<file path="config.mk">
export PLATFORM = sky130hd
export DESIGN_NAME = corr_bpred
export DESIGN_NICKNAME = d
export VERILOG_FILES = /design/src/rtl/corr_bpred_pkg.sv /design/src/rtl/cbp_hist.sv /design/src/rtl/cbp_sat_step.sv /design/src/rtl/cbp_bank.sv /design/src/rtl/corr_bpred.sv
export SDC_FILE = /design/constraint.sdc
export NUM_CORES = 1
export LEC_CHECK = 0
export BUFFER_PORTS_ARGS = -buffer_cell sky130_fd_sc_hd__buf_2
export CAP_MARGIN = 40
export CORE_MARGIN = 2
export CORE_UTILIZATION = 63
export CTS_CLUSTER_DIAMETER = 80
export DETAILED_ROUTE_END_ITERATION = 16
export MAX_ROUTING_LAYER = met4
export PLACE_DENSITY_LB_ADDON = 0.25
export SETUP_SLACK_MARGIN = 0.4
export SYNTH_ARGS = -nofsm -noshare
export SYNTH_HDL_FRONTEND = slang
export SYNTH_SLANG_ARGS = --single-unit
</file>
<file path="constraint.sdc">
create_clock -name clk -period 3.2 [get_ports clk]
set_input_delay 0.16 -clock clk [delete_from_list [all_inputs] [get_ports clk]]
set_output_delay 0.16 -clock clk [all_outputs]
set_load 0.03 [all_outputs]
</file>
<file path="src/rtl/corr_bpred_pkg.sv">
package corr_bpred_pkg;

  typedef enum logic {
    DIR_NOT_TAKEN = 1'b0,
    DIR_TAKEN     = 1'b1
  } dir_e;

  // weakly-not-taken: top bit clear, every lower bit set
  function automatic int unsigned weak_nt(input int unsigned width);
    return (32'd1 << (width - 1)) - 32'd1;
  endfunction

endpackage

</file>
<file path="src/rtl/cbp_hist.sv">
module cbp_hist #(
  parameter int HIST_W = 2
) (
  input  logic              clk,
  input  logic              rst,
  input  logic              shift_en,
  input  logic              bit_in,
  output logic [HIST_W-1:0] hist
);

  logic [HIST_W-1:0] hist_q;
  logic [HIST_W-1:0] hist_nxt;

  generate
    if (HIST_W == 1) begin : g_one
      assign hist_nxt = bit_in;
    end else begin : g_many
      assign hist_nxt = {hist_q[HIST_W-2:0], bit_in};
    end
  endgenerate

  always_ff @(posedge clk) begin
    if (rst) begin
      hist_q <= '0;
    end else if (shift_en) begin
      hist_q <= hist_nxt;
    end
  end

  assign hist = hist_q;

endmodule

</file>
<file path="src/rtl/cbp_sat_step.sv">
module cbp_sat_step
  import corr_bpred_pkg::*;
#(
  parameter int CTR_W = 2
) (
  input  logic [CTR_W-1:0] cur,
  input  dir_e             dir,
  output logic [CTR_W-1:0] nxt
);

  localparam logic [CTR_W-1:0] TOP = '1;
  localparam logic [CTR_W-1:0] BOT = '0;
  localparam logic [CTR_W-1:0] ONE = CTR_W'(1);

  always_comb begin
    nxt = cur;
    if (dir == DIR_TAKEN) begin
      if (cur != TOP) nxt = cur + ONE;
    end else begin
      if (cur != BOT) nxt = cur - ONE;
    end
  end

endmodule

</file>
<file path="src/rtl/cbp_bank.sv">
module cbp_bank #(
  parameter int               IDX_W = 4,
  parameter int               CTR_W = 2,
  parameter logic [CTR_W-1:0] INIT  = '0
) (
  input  logic             clk,
  input  logic             rst,
  input  logic [IDX_W-1:0] lk_idx,
  output logic [CTR_W-1:0] lk_ctr,
  input  logic [IDX_W-1:0] up_idx,
  output logic [CTR_W-1:0] up_ctr,
  input  logic             wr_en,
  input  logic [CTR_W-1:0] wr_ctr
);

  localparam int DEPTH = 1 << IDX_W;

  logic [CTR_W-1:0] ctr_q [DEPTH];

  always_ff @(posedge clk) begin
    if (rst) begin
      for (int i = 0; i < DEPTH; i++) ctr_q[i] <= INIT;
    end else if (wr_en) begin
      ctr_q[up_idx] <= wr_ctr;
    end
  end

  // both read ports see the stored value: a write lands after the edge
  assign lk_ctr = ctr_q[lk_idx];
  assign up_ctr = ctr_q[up_idx];

endmodule

</file>
<file path="src/rtl/corr_bpred.sv">
module corr_bpred
  import corr_bpred_pkg::*;
#(
  parameter int HIST_W = 2,
  parameter int CTR_W  = 2,
  parameter int IDX_W  = 4
) (
  input  logic             clk,
  input  logic             rst,
  input  logic             lk_valid,
  input  logic [IDX_W+1:2] lk_pc,
  output logic             pred_valid,
  output logic             pred_taken,
  output logic [CTR_W-1:0] pred_ctr,
  input  logic             upd_valid,
  output logic             upd_ready,
  input  logic [IDX_W+1:2] upd_pc,
  input  logic             upd_taken
);

  localparam int               NBANK    = 1 << HIST_W;
  localparam logic [CTR_W-1:0] CTR_INIT = CTR_W'(weak_nt(CTR_W));

  logic [HIST_W-1:0] ghr_q;
  logic [IDX_W-1:0]  lk_idx;
  logic [IDX_W-1:0]  up_idx;
  logic [CTR_W-1:0]  bank_lk [NBANK];
  logic [CTR_W-1:0]  bank_up [NBANK];
  logic [CTR_W-1:0]  sel_lk;
  logic [CTR_W-1:0]  upd_old;
  logic [CTR_W-1:0]  upd_new;
  dir_e              upd_dir;

  assign lk_idx  = lk_pc;
  assign up_idx  = upd_pc;
  assign upd_dir = upd_taken ? DIR_TAKEN : DIR_NOT_TAKEN;

  cbp_hist #(.HIST_W(HIST_W)) u_hist (
    .clk      (clk),
    .rst      (rst),
    .shift_en (upd_valid),
    .bit_in   (upd_taken),
    .hist     (ghr_q)
  );

  generate
    for (genvar b = 0; b < NBANK; b++) begin : g_bank
      logic bank_wr;
      assign bank_wr = upd_valid && (ghr_q == HIST_W'(b));
      cbp_bank #(
        .IDX_W (IDX_W),
        .CTR_W (CTR_W),
        .INIT  (CTR_INIT)
      ) u_bank (
        .clk    (clk),
        .rst    (rst),
        .lk_idx (lk_idx),
        .lk_ctr (bank_lk[b]),
        .up_idx (up_idx),
        .up_ctr (bank_up[b]),
        .wr_en  (bank_wr),
        .wr_ctr (upd_new)
      );
    end
  endgenerate

  assign sel_lk  = bank_lk[ghr_q];
  assign upd_old = bank_up[ghr_q];

  cbp_sat_step #(.CTR_W(CTR_W)) u_step (
    .cur (upd_old),
    .dir (upd_dir),
    .nxt (upd_new)
  );

  assign pred_valid = lk_valid;
  assign pred_ctr   = lk_valid ? sel_lk : '0;
  assign pred_taken = lk_valid & sel_lk[CTR_W-1];
  assign upd_ready  = 1'b1;

endmodule

</file>
# Word level (Yosys, flattened, before mapping)
# Memories as Yosys holds them, arrays and structs flattened.
# Cells that the tools add are included.
# word_totals
register_bits,2
latchBits,0
mem_bits_rw,128
romBits,0
input_bits,13
out_inout_bits,5
elab_cells,61
memories,4
# op_classes
add_sub_neg,2
n_mul,0
div,0
n_lt_le_gt_ge,1
eq_ne,4
shifts,0
n_mux,37
n_bitwise,2
n_reduce_logical,10
# memory_table
memory,words,word_bits,rd,rd_ports_with_merged_regs,write_ports,line_no,rtl
g_bank[0].u_bank.ctr_q,16,2,2,0,16,cbp_bank.sv:18,logic [CTR_W-1:0] ctr_q [DEPTH];
g_bank[1].u_bank.ctr_q,16,2,2,0,16,cbp_bank.sv:18,
g_bank[2].u_bank.ctr_q,16,2,2,0,16,cbp_bank.sv:18,
g_bank[3].u_bank.ctr_q,16,2,2,0,16,cbp_bank.sv:18,
# ops
cell,n
2-to-1 mux 2 bit,12
2-to-1 mux 1 bit,19
2-to-1 mux 4 bit,4
binary-select mux 2 bit (select 2 bit),2
OR reduction 2 bit,4
equality test 2 bit (second input constant),2
logical AND 1 bit,4
>= comparator 3 bit (second input constant),1
inverter 2 -> 3 bit,1
adder 2 x 1 -> 2 bit (second input constant),1
equality test 2 x 1 -> 1 bit (second input constant),1
zero test 2 bit,1
inequality test 2 bit (second input constant),1
nonzero test 2 bit,1
subtractor 2 x 1 -> 2 bit (second input constant),1
bitwise AND 1 bit,1

# Logic depth before layout (Yosys ltp)
# Gate-level depths: netlist (run 1).
# logic_depth
word_depth,8
ltp_mapped,11
ltp_nobuf,6

# By module
# Synthesis (run 1) repeated with hierarchy kept, for this count alone.
# hier_totals
hier_cells,638
hier_area_um2,8325.5
# by_module_without_submodules
module,instances,cells_each,area_per_inst_um2,seq_area_each_um2
cbp_bank,4,153,2011.9,960.9
corr_bpred,1,17,183.9,0.0
cbp_hist,1,6,67.6,40.0
cbp_sat_step,1,3,26.3,0.0

# Worst setup path before layout (run 1)
# OpenSTA, ideal clock, no wires.
# synth_path
kind,input to output
startpoint,input port lk_pc[2] (netlist name)
endpoint,output port pred_ctr[1]
t_arrival_ns,2.870
t_required_ns,3.040
slack_ns,0.170
path_stages,7
path_buffers,3
path_cell_list,clkbuf_1 > buf_1 > mux4_2 > mux4_2 > mux4_2 > and2_1 > buf_4
# synth_between
elab_chain_len,5
word_cells_on_any_way,8
cone_classes,mux (4); memory (4)
# synth_rtl
element,line_no,rtl
"start, declared",corr_bpred.sv:11,"input logic [IDX_W+1:2] lk_pc,"
memory read (16 x 2 bit),n/a,
binary-select mux 2 bit (select 2 bit) (*),corr_bpred.sv:67,assign sel_lk = bank_lk[ghr_q];
2-to-1 mux 2 bit (not written as such) (*) (2 in series),corr_bpred.sv:67,
2-to-1 mux 2 bit (*),corr_bpred.sv:77,assign pred_ctr = lk_valid ? sel_lk : '0;
"end, declared",corr_bpred.sv:14,"output logic [CTR_W-1:0] pred_ctr,"
# Mark *: on every way between the ends. The rest lies on a longest branch, timed or not. The select of a mux whose other input is x is not followed.

==> results.yml, run 1 <==
logic_synthesis:
  avgSynthCellArea_sq_um: 12.6
  yosysTopAreaCell: "edfxtp_1"
  synth_edf_count: 128
  synth.distinct_cells: 29
  synth_area_sq_mm: 0.00756
  yosysMostFrequentCell: "edfxtp_1"
  yosysWarnings: 0
  synth_cells: 599
  yosysTopAreaCellShare: 0.508
  ys_seq_elements: 130
  ys_top_cells_by_area: "edfxtp_1, mux4_2, nand2b_1"
  async_flop_share: 0
  synth_common_cells: "edfxtp_1, mux4_2, nor2_1"
  synth_ff_type: "edfxtp_1"
  syn_nets: 612
  ys_seq_area_frac: 0.513
route:
  top_layer: "met4"
  drt-vias-per-instance: 7.04
  wl_met3_microns: 2150
  vias: 5326
  drt-initial-drc-count: 854
  drc: 0
  drt_pass1_iterations: 6
  totalWireLength_microns: 18600
  wl_met2_microns: 9040
  wl_met1_microns: 6770
  ant_nets: 0
  wl_per_cell_microns: 24.6
clock_network:
  numCtsBuffers: 17
  insertion_delay_ns: 0.42
  h-tree-depth: 4
  ctsRootBufferMaster: "clkbuf_16"
  cts_tree: "yes"
  cts_buffer_depth: 2
  cts.sinks: 130
  path_clk_slew_ns: 0.05
worst_setup_path:
  endpoint_kind: "output port"
  cp_num_buf_inv: 1
  slowest_delay_ns: 0.52
  path_cells: "mux4_2, mux4_2, mux4_2, and2_4, buf_6"
  crit_fanout: 2
  startpoint: "g_bank[1].u_bank.ctr_q[15][1]$_SDFFCE_PN0P_"
  path_depth: 5
  cp_common_cell: "mux4_2"
  path_class: "reg -> out"
  required_ns: 3.04
  reg2reg_to: "g_bank[1].u_bank.ctr_q[1][0]$_SDFFCE_PN1P_"
  reg2reg_depth: 7
  critPathTopFamily: "multiplexers"
  reg2reg_slack_ns: 0.52
  cp.arrival_ns: 2.67
  r2r_start: "g_bank[1].u_bank.ctr_q[11][0]$_SDFFCE_PN1P_"
  start_kind: "flop"
  critPathSlowestCell: "mux4_2"
timing:
  hold_viol: 0
  finalSetupViolCount: 0
  whs_ns: 0.0420
  fin_crit_ns: 2.83
  drv_slew: 0
  worst_pin_slew_ns: 0.836
  period_share: 0.884
  finalClockSkew_ns: 0.00549
  slew_headroom: 0.442
  fmax_ghz: 0.354
  finalSetupTns_ns: 0
  grt_setup_unrepaired: "yes"
run:
  maxCapViolCount: 0
place:
  place.gp.congestion: 1.00
  place_hpwl_microns: 12800
  dpl-instance-area_sq_mm: 0.00776
  io_buffers: 16
final_layout:
  final_area_sq_mm: 0.00839
  nets: 609
  syn_to_final_growth_pct: 11.0
  antenna_cells: 0
  layout-drive-gt1-share: 0.279
global_routing:
  grt_pass1_wl_microns: 29600
  grt_use_total: 0.321
  grt-ovfl-total: 0
  grt_max_degree: 39
  antenna_found_initial: 0
  grt_pass1_vias: 5246
power_and_ir_drop:
  leakage_uw: 0.00255
  peakVddDrop_mv: 0.425
  power_density_mw_per_mm2: 514
  p_total_uw: 4310
worst_hold_path:
  holdPathEnd: "u_hist.hist[1]$_SDFFE_PP0P_"
  hold_class: "in -> reg"
  holdPathStages: 3
  min-delay-start: "upd_valid"
outcome:
  status: "complete, no violations"
floorplan:
  initial_core_util: 0.638
  coreArea_sq_mm: 0.0119
  io_pins: 18
  die_h_microns: 114
  die_w_microns: 114
  fp-row-count: 40
  die-area_sq_mm: 0.0129
stage by stage:
stage | setup WS (ns) | cells | util
finish | 0.372 | 756 | 0.708
global route | 0.356 | 756 | 0.708
CTS | 0.388 | 756 | 0.707
detailed placement | 0.255 | 723 | 0.655
global placement | 0.359 | 723 | 0.655
floorplan | 0.446 | 599 | -
logic make-up after synthesis:
group,Yosys count,share of synthesized area
other,1,0.000496
muxes,76,0.223
AOI/OAI and AO/OA,24,0.0218
and+or+nand+nor,302,0.192
adders and majority gates,2,0.00281
buffers and inverters,64,0.0467
DFF,130,0.513
power by group:
group          switching [uW]  internal, uW  total (uW)
clock                     680          1190        1870
combinational             307           205         511
sequential               26.1          1900        1930
total                    1010          3300        4310
flip-flops by register name, indices dropped and copies added, names as in the netlist:
name,cells
u_hist.hist,2
g_bank.u_bank.ctr_q,128
what timing repair did:
| item | CTS | global route |
|---|---|---|
| resized for setup | 8 | 2 |
| pin swaps | 2 | 0 |
| setup endpoints to repair | 3 | 33 |
| hold endpoints to repair | 1 | 0 |
| buffers inserted | 0 | 0 |
| hold buffers | 1 | 0 |
placed cells by master, fill, tap and decap left out, types with 2 or more instances in the layout:
master     instances
a211oi_1           2
clkinv_2           2
edfxtp_1         128
and2_1             2
buf_2             13
nor2_1            73
mux2i_1            2
and2_4             2
nand2_1           67
nor4_1             2
mux4_2            74
maj3_2             2
nand3_1           48
or2_2             21
clkbuf_16         17
nor2b_1            3
buf_6              4
clkbuf_1           2
dfxtp_1            2
and3_1             2
a21oi_1            6
clkbuf_8          10
nor3_1            24
a22oi_1           16
buf_12             8
buf_4             15
nand2b_1          53
per-layer routing:
layer	track usage	up-vias
met5	-	-
met4	0.142	0
met3	0.0638	59
met2	0.469	435
met1	0.447	2595
li1	-	2237
worst min-delay path, stage by stage:
cell	delay, ns
buf_2	0.12
mux2i_1	0.07
nor2_1	0.07
final cells by class:
| class | count | area (sq um) |
|---|---|---|
| fill | 790 | 3470 |
| inverter | 1 | 3.75 |
| clock inverter | 3 | 13.8 |
| multi-input combinational | 405 | 3340 |
| clock buffer | 29 | 571 |
| tap | 147 | 184 |
| sequential | 130 | 3880 |
| timing repair buffer | 41 | 393 |
worst max-delay path by stage:
| stage | end | slack (ns) |
|---|---|---|
| floorplan | pred_ctr[1] | 0.45 |
| global placement | g_bank[1].u_bank.ctr_q[0][0]$_SDFFCE_PN1P_ | 0.36 |
| detailed placement | g_bank[1].u_bank.ctr_q[1][0]$_SDFFCE_PN1P_ | 0.25 |
| CTS | pred_ctr[1] | 0.39 |
| global route | pred_taken | 0.36 |
| finish | pred_ctr[1] | 0.37 |
(Power assumes the default switching activity.)
==> inputs of run 2 (changes only) <==
--- a/config.mk
+++ b/config.mk
@@ -7,7 +7,7 @@
 export LEC_CHECK = 0
 export BUFFER_PORTS_ARGS = -buffer_cell sky130_fd_sc_hd__buf_2
 export CAP_MARGIN = 40
-export CORE_MARGIN = 2
+export CORE_MARGIN = 8
 export CORE_UTILIZATION = 63
 export CTS_CLUSTER_DIAMETER = 80
 export DETAILED_ROUTE_END_ITERATION = 16
==> results.yml, run 2 (synthesis results as in run 1) <==
outcome:
  status: "complete, no violations"
global_routing:
  grt_pass1_wl_microns: 29800
  grtUsageMet2: 0.401
  grt-ovfl-total: 0
  grt_pass1_vias: 5299
  grt_busiest_layer: "met2"
  antenna_found_initial: 0
  grt_max_degree: 43
  met1_usage: 0.323
  grt_use_total: 0.257
  met3_usage: 0.0501
floorplan:
  die-area_sq_mm: 0.0158
  die_h_microns: 126
  die_w_microns: 126
  fp-row-count: 40
  initial_core_util: 0.638
  coreArea_sq_mm: 0.0119
  io_pins: 18
clock_network:
  cts_buffer_depth: 2
  ctsRootBufferMaster: "clkbuf_16"
  insertion_delay_ns: 0.43
  h-tree-depth: 4
  cts.sinks: 130
  numCtsBuffers: 17
  cts_tree: "yes"
  path_clk_slew_ns: 0.05
final_layout:
  antenna_cells: 0
  layout_commonest_cell: "edfxtp_1"
  largest_reg_flops: 128
  final_area_sq_mm: 0.00838
  fill_cells: 793
  final_cells: 760
  syn_to_final_growth_pct: 10.8
  nets: 613
  final_cell_mix: "edfxtp_1, mux4_2, nor2_1"
  regMostFlops: "g_bank.u_bank.ctr_q"
  layout-drive-gt1-share: 0.281
timing:
  slew_headroom: 0.396
  finalWorstSetupSlack_ns: 0.381
  worst_pin_slew_ns: 0.906
  period_share: 0.881
  fin_crit_ns: 2.82
  hold_viol: 0
  finalSetupTns_ns: 0
  drv_slew: 0
  fmax_ghz: 0.355
  finalClockSkew_ns: 0.0113
  finalSetupViolCount: 0
  grt_setup_unrepaired: "yes"
power_and_ir_drop:
  peakVddDrop_mv: 0.348
  clock_power_share: 0.441
  switching_share: 0.234
  internal-power_uw: 3320
  p_comb_frac: 0.114
  switching_power_uw: 1010
  power_density_mw_per_mm2: 518
  seqPwrFrac: 0.445
  leakage_uw: 0.00255
  p_total_uw: 4340
route:
  wl_per_cell_microns: 24.3
  ant_nets: 0
  drc: 0
  vias: 5239
  drt-initial-drc-count: 1003
  drt-vias-per-instance: 6.89
  drt_pass1_iterations: 6
  totalWireLength_microns: 18500
worst_hold_path:
  hold_class: "in -> reg"
run:
  maxCapViolCount: 0
place:
  place_hpwl_microns: 12800
  place_ws_ns: 0.0998
  io_buffers: 16
  place_inst: 725
  dpl-instance-area_sq_mm: 0.00774
  place.gp.congestion: 0.856
worst_setup_path:
  cp.arrival_ns: 2.66
  critPathSlowestCell: "mux4_2"
  path_cells: "mux4_2, mux4_2, mux4_2, and2_4, buf_6"
  endpoint_kind: "output port"
  critPathTopFamily: "multiplexers"
  cp_common_cell: "mux4_2"
  start_kind: "flop"
  crit_fanout: 2
  cp_num_buf_inv: 1
  slowest_delay_ns: 0.52
  required_ns: 3.04
  path_class: "reg -> out"
run 2: cell type report:
cell class                      instances  area, sq um  area share
Inverter                                1         3.75    0.000448
Tap cell                              147          184      0.0220
Sequential cell                       130         3880       0.464
Clock buffer                           26          499      0.0596
Multi-Input combinational cell        405         3340       0.399
Timing Repair Buffer                   45          382      0.0456
Clock inverter                          6         80.1     0.00956
run 2: routing by layer:
layer  wire length (microns)  vias to the layer above  part of all wire
met5                       0                        -                 0
met1                    6970                     2590              0.38
met4                     514                        0             0.028
met3                    1820                       43             0.098
met2                    9150                      366              0.50
li1                        -                     2240                 -
run 2: power by group through the flow:
stage / Clock, uW / Sequential (uW) / Combinational, uW
floorplan: 0 / 1940 / 385
global placement: 0 / 1960 / 466
detailed placement: 0 / 1960 / 479
CTS: 1910 / 1930 / 489
global route: 1990 / 1930 / 524
finish: 1910 / 1930 / 495
run 2: timing repair:
item | 4_1_cts | 5_1_grt
gates resized for setup | 8 | 1
hold buffers | 1 | 0
pin swaps | 2 | 0
endpoints found under the hold margin | 1 | 0
endpoints found under the setup margin | 3 | 63
buffers inserted | 0 | 2
run 2: worst paths after layout:
check	startpoint	end	slack, ns	depth (start not counted)
max	g_bank[3].u_bank.ctr_q[14][0]$_SDFFCE_PN1P_	pred_ctr[0]	0.38	5
min	upd_valid	u_hist.hist[1]$_SDFFE_PP0P_	0.05	3
max reg2reg	g_bank[3].u_bank.ctr_q[15][0]$_SDFFCE_PN1P_	g_bank[3].u_bank.ctr_q[10][0]$_SDFFCE_PN1P_	0.46	8
min reg2reg	u_hist.hist[0]$_SDFFE_PP0P_	u_hist.hist[0]$_SDFFE_PP0P_	0.87	2
run 2: tightest hold or removal path, delay by kind of cell:
kind                   cells  cell delay, ns
buffers and inverters      1            0.12
muxes                      1            0.08
and+or+nand+nor            1            0.07
run 2: per-stage QoR:
stage           util  hold WS [ns]
2_1_floorplan      -         0.307
6_report       0.706        0.0511
3_5_place_dp   0.653         0.431
4_1_cts        0.704        0.0444
5_1_grt        0.706        0.0679
3_3_place_gp   0.653         0.424
==> inputs of run 3 (changes only) <==
--- a/config.mk
+++ b/config.mk
@@ -13,7 +13,7 @@
 export DETAILED_ROUTE_END_ITERATION = 16
 export MAX_ROUTING_LAYER = met4
 export PLACE_DENSITY_LB_ADDON = 0.25
-export SETUP_SLACK_MARGIN = 0.4
+export SETUP_SLACK_MARGIN = 0.3
 export SYNTH_ARGS = -nofsm -noshare
 export SYNTH_HDL_FRONTEND = slang
 export SYNTH_SLANG_ARGS = --single-unit
==> results.yml, run 3 (synthesis results as in run 1) <==
outcome:
  status: "complete, no violations"
route:
  totalWireLength_microns: 18500
  vias: 5271
  wl_per_cell_microns: 24.3
  ant_nets: 0
  drt_pass1_iterations: 6
  drt-vias-per-instance: 6.94
  drt-initial-drc-count: 986
  drc: 0
final_layout:
  final_area_sq_mm: 0.00836
  postLayoutCoreUtil: 0.704
  final_cell_mix: "edfxtp_1, mux4_2, nor2_1"
  largest_reg_flops: 128
  layout-drive-gt1-share: 0.277
  regMostFlops: "g_bank.u_bank.ctr_q"
  layout_commonest_cell: "edfxtp_1"
  nets: 613
  syn_to_final_growth_pct: 10.5
  antenna_cells: 0
global_routing:
  grt_max_degree: 43
  grt-ovfl-total: 0
  grt_pass1_wl_microns: 29700
  grt_pass1_vias: 5287
  grt_use_total: 0.256
  antenna_found_initial: 0
floorplan:
  coreArea_sq_mm: 0.0119
  die-area_sq_mm: 0.0158
  fp-row-count: 40
  initial_core_util: 0.638
  die_w_microns: 126
  die_h_microns: 126
  io_pins: 18
timing:
  finalSetupTns_ns: 0
  hold_viol: 0
  worst_pin_slew_ns: 0.896
  fin_crit_ns: 2.85
  fmax_ghz: 0.351
  finalSetupViolCount: 0
  finalClockSkew_ns: 0.0118
  slew_headroom: 0.403
  finalWorstSetupSlack_ns: 0.349
  drv_slew: 0
  grt_setup_unrepaired: "yes"
  period_share: 0.891
power_and_ir_drop:
  clock_power_share: 0.442
  power_density_mw_per_mm2: 518
  internal-power_uw: 3320
  switching_power_uw: 1010
  seqPwrFrac: 0.445
  peakVddDrop_mv: 0.349
  leakage_uw: 0.00255
  p_total_uw: 4330
  p_comb_frac: 0.113
  switching_share: 0.234
worst_setup_path:
  crit_fanout: 2
  required_ns: 3.04
  critPathSlowestCell: "mux4_2"
  cp_common_cell: "mux4_2"
  start_kind: "flop"
  path_class: "reg -> out"
  slowest_delay_ns: 0.51
  cp_num_buf_inv: 1
  endpoint_kind: "output port"
  cp.arrival_ns: 2.69
  path_cells: "mux4_2, mux4_2, mux4_2, and2_1, buf_2"
  critPathTopFamily: "multiplexers"
clock_network:
  cts_buffer_depth: 2
  ctsRootBufferMaster: "clkbuf_16"
  path_clk_slew_ns: 0.06
  numCtsBuffers: 17
  h-tree-depth: 4
  insertion_delay_ns: 0.43
  cts.sinks: 130
  cts_tree: "yes"
place:
  place.gp.congestion: 0.856
  place_ws_ns: 0.0998
  io_buffers: 16
  dpl-instance-area_sq_mm: 0.00774
  place_hpwl_microns: 12800
run:
  maxCapViolCount: 0
worst_hold_path:
  hold_class: "in -> reg"
==> run 3: final timing paths <==
kind | endpoint | slack [ns] | depth (start not counted) | startpoint
setup / recovery | pred_ctr[1] | 0.35 | 5 | g_bank[3].u_bank.ctr_q[5][1]$_SDFFCE_PN0P_
setup reg to reg | g_bank[3].u_bank.ctr_q[10][0]$_SDFFCE_PN1P_ | 0.47 | 8 | g_bank[3].u_bank.ctr_q[15][0]$_SDFFCE_PN1P_
hold / removal | u_hist.hist[1]$_SDFFE_PP0P_ | 0.05 | 3 | upd_valid
hold reg to reg | u_hist.hist[0]$_SDFFE_PP0P_ | 0.87 | 2 | u_hist.hist[0]$_SDFFE_PP0P_
==> run 3: repair_timing <==
| action | in CTS | in global routing |
|---|---|---|
| buffers inserted | 0 | 2 |
| endpoints found under the hold margin | 1 | 0 |
| gates resized for setup | 0 | 3 |
| hold buffers | 1 | 0 |
| setup endpoints to repair | 0 | 7 |
==> run 3: final cells by class <==
type	instances	area, sq um
clock inverters	6	80.1
fillers	795	3510
clock buffers	26	499
repair buffers	45	365
multi-input cells	405	3340
well taps	147	184
inverters	1	3.75
flip-flops and latches	130	3880
==> run 3: worst min-delay path, cell delays in order <==
cell	delay [ns]
buf_2	0.12
mux2i_1	0.08
nor2_1	0.07
==> run 3: through the flow <==
stage,hold slack (ns),std cells
2_1_floorplan,0.307,599
3_3_place_gp,0.424,725
3_5_place_dp,0.431,725
4_1_cts,0.0444,758
5_1_grt,0.0679,760
6_report,0.0504,760
==> run 3: layer usage <==
layer / up-vias / routed length (microns) / part of all wire / GRT usage
li1: 2245 / - / - / -
met3: 42 / 1850 / 0.10 / 0.0506
met5: - / 0 / 0 / -
met2: 359 / 9120 / 0.49 / 0.399
met4: 0 / 454 / 0.025 / 0.110
met1: 2625 / 7030 / 0.38 / 0.323
==> run 3: power groups by stage <==
stage                     Clock (uW)  Sequential (uW)  Combinational, uW
after floorplan                    0             1940                385
after global placement             0             1960                466
after global routing            1990             1930                517
final                           1910             1930                489
after detailed placement           0             1960                479
after CTS                       1910             1930                483
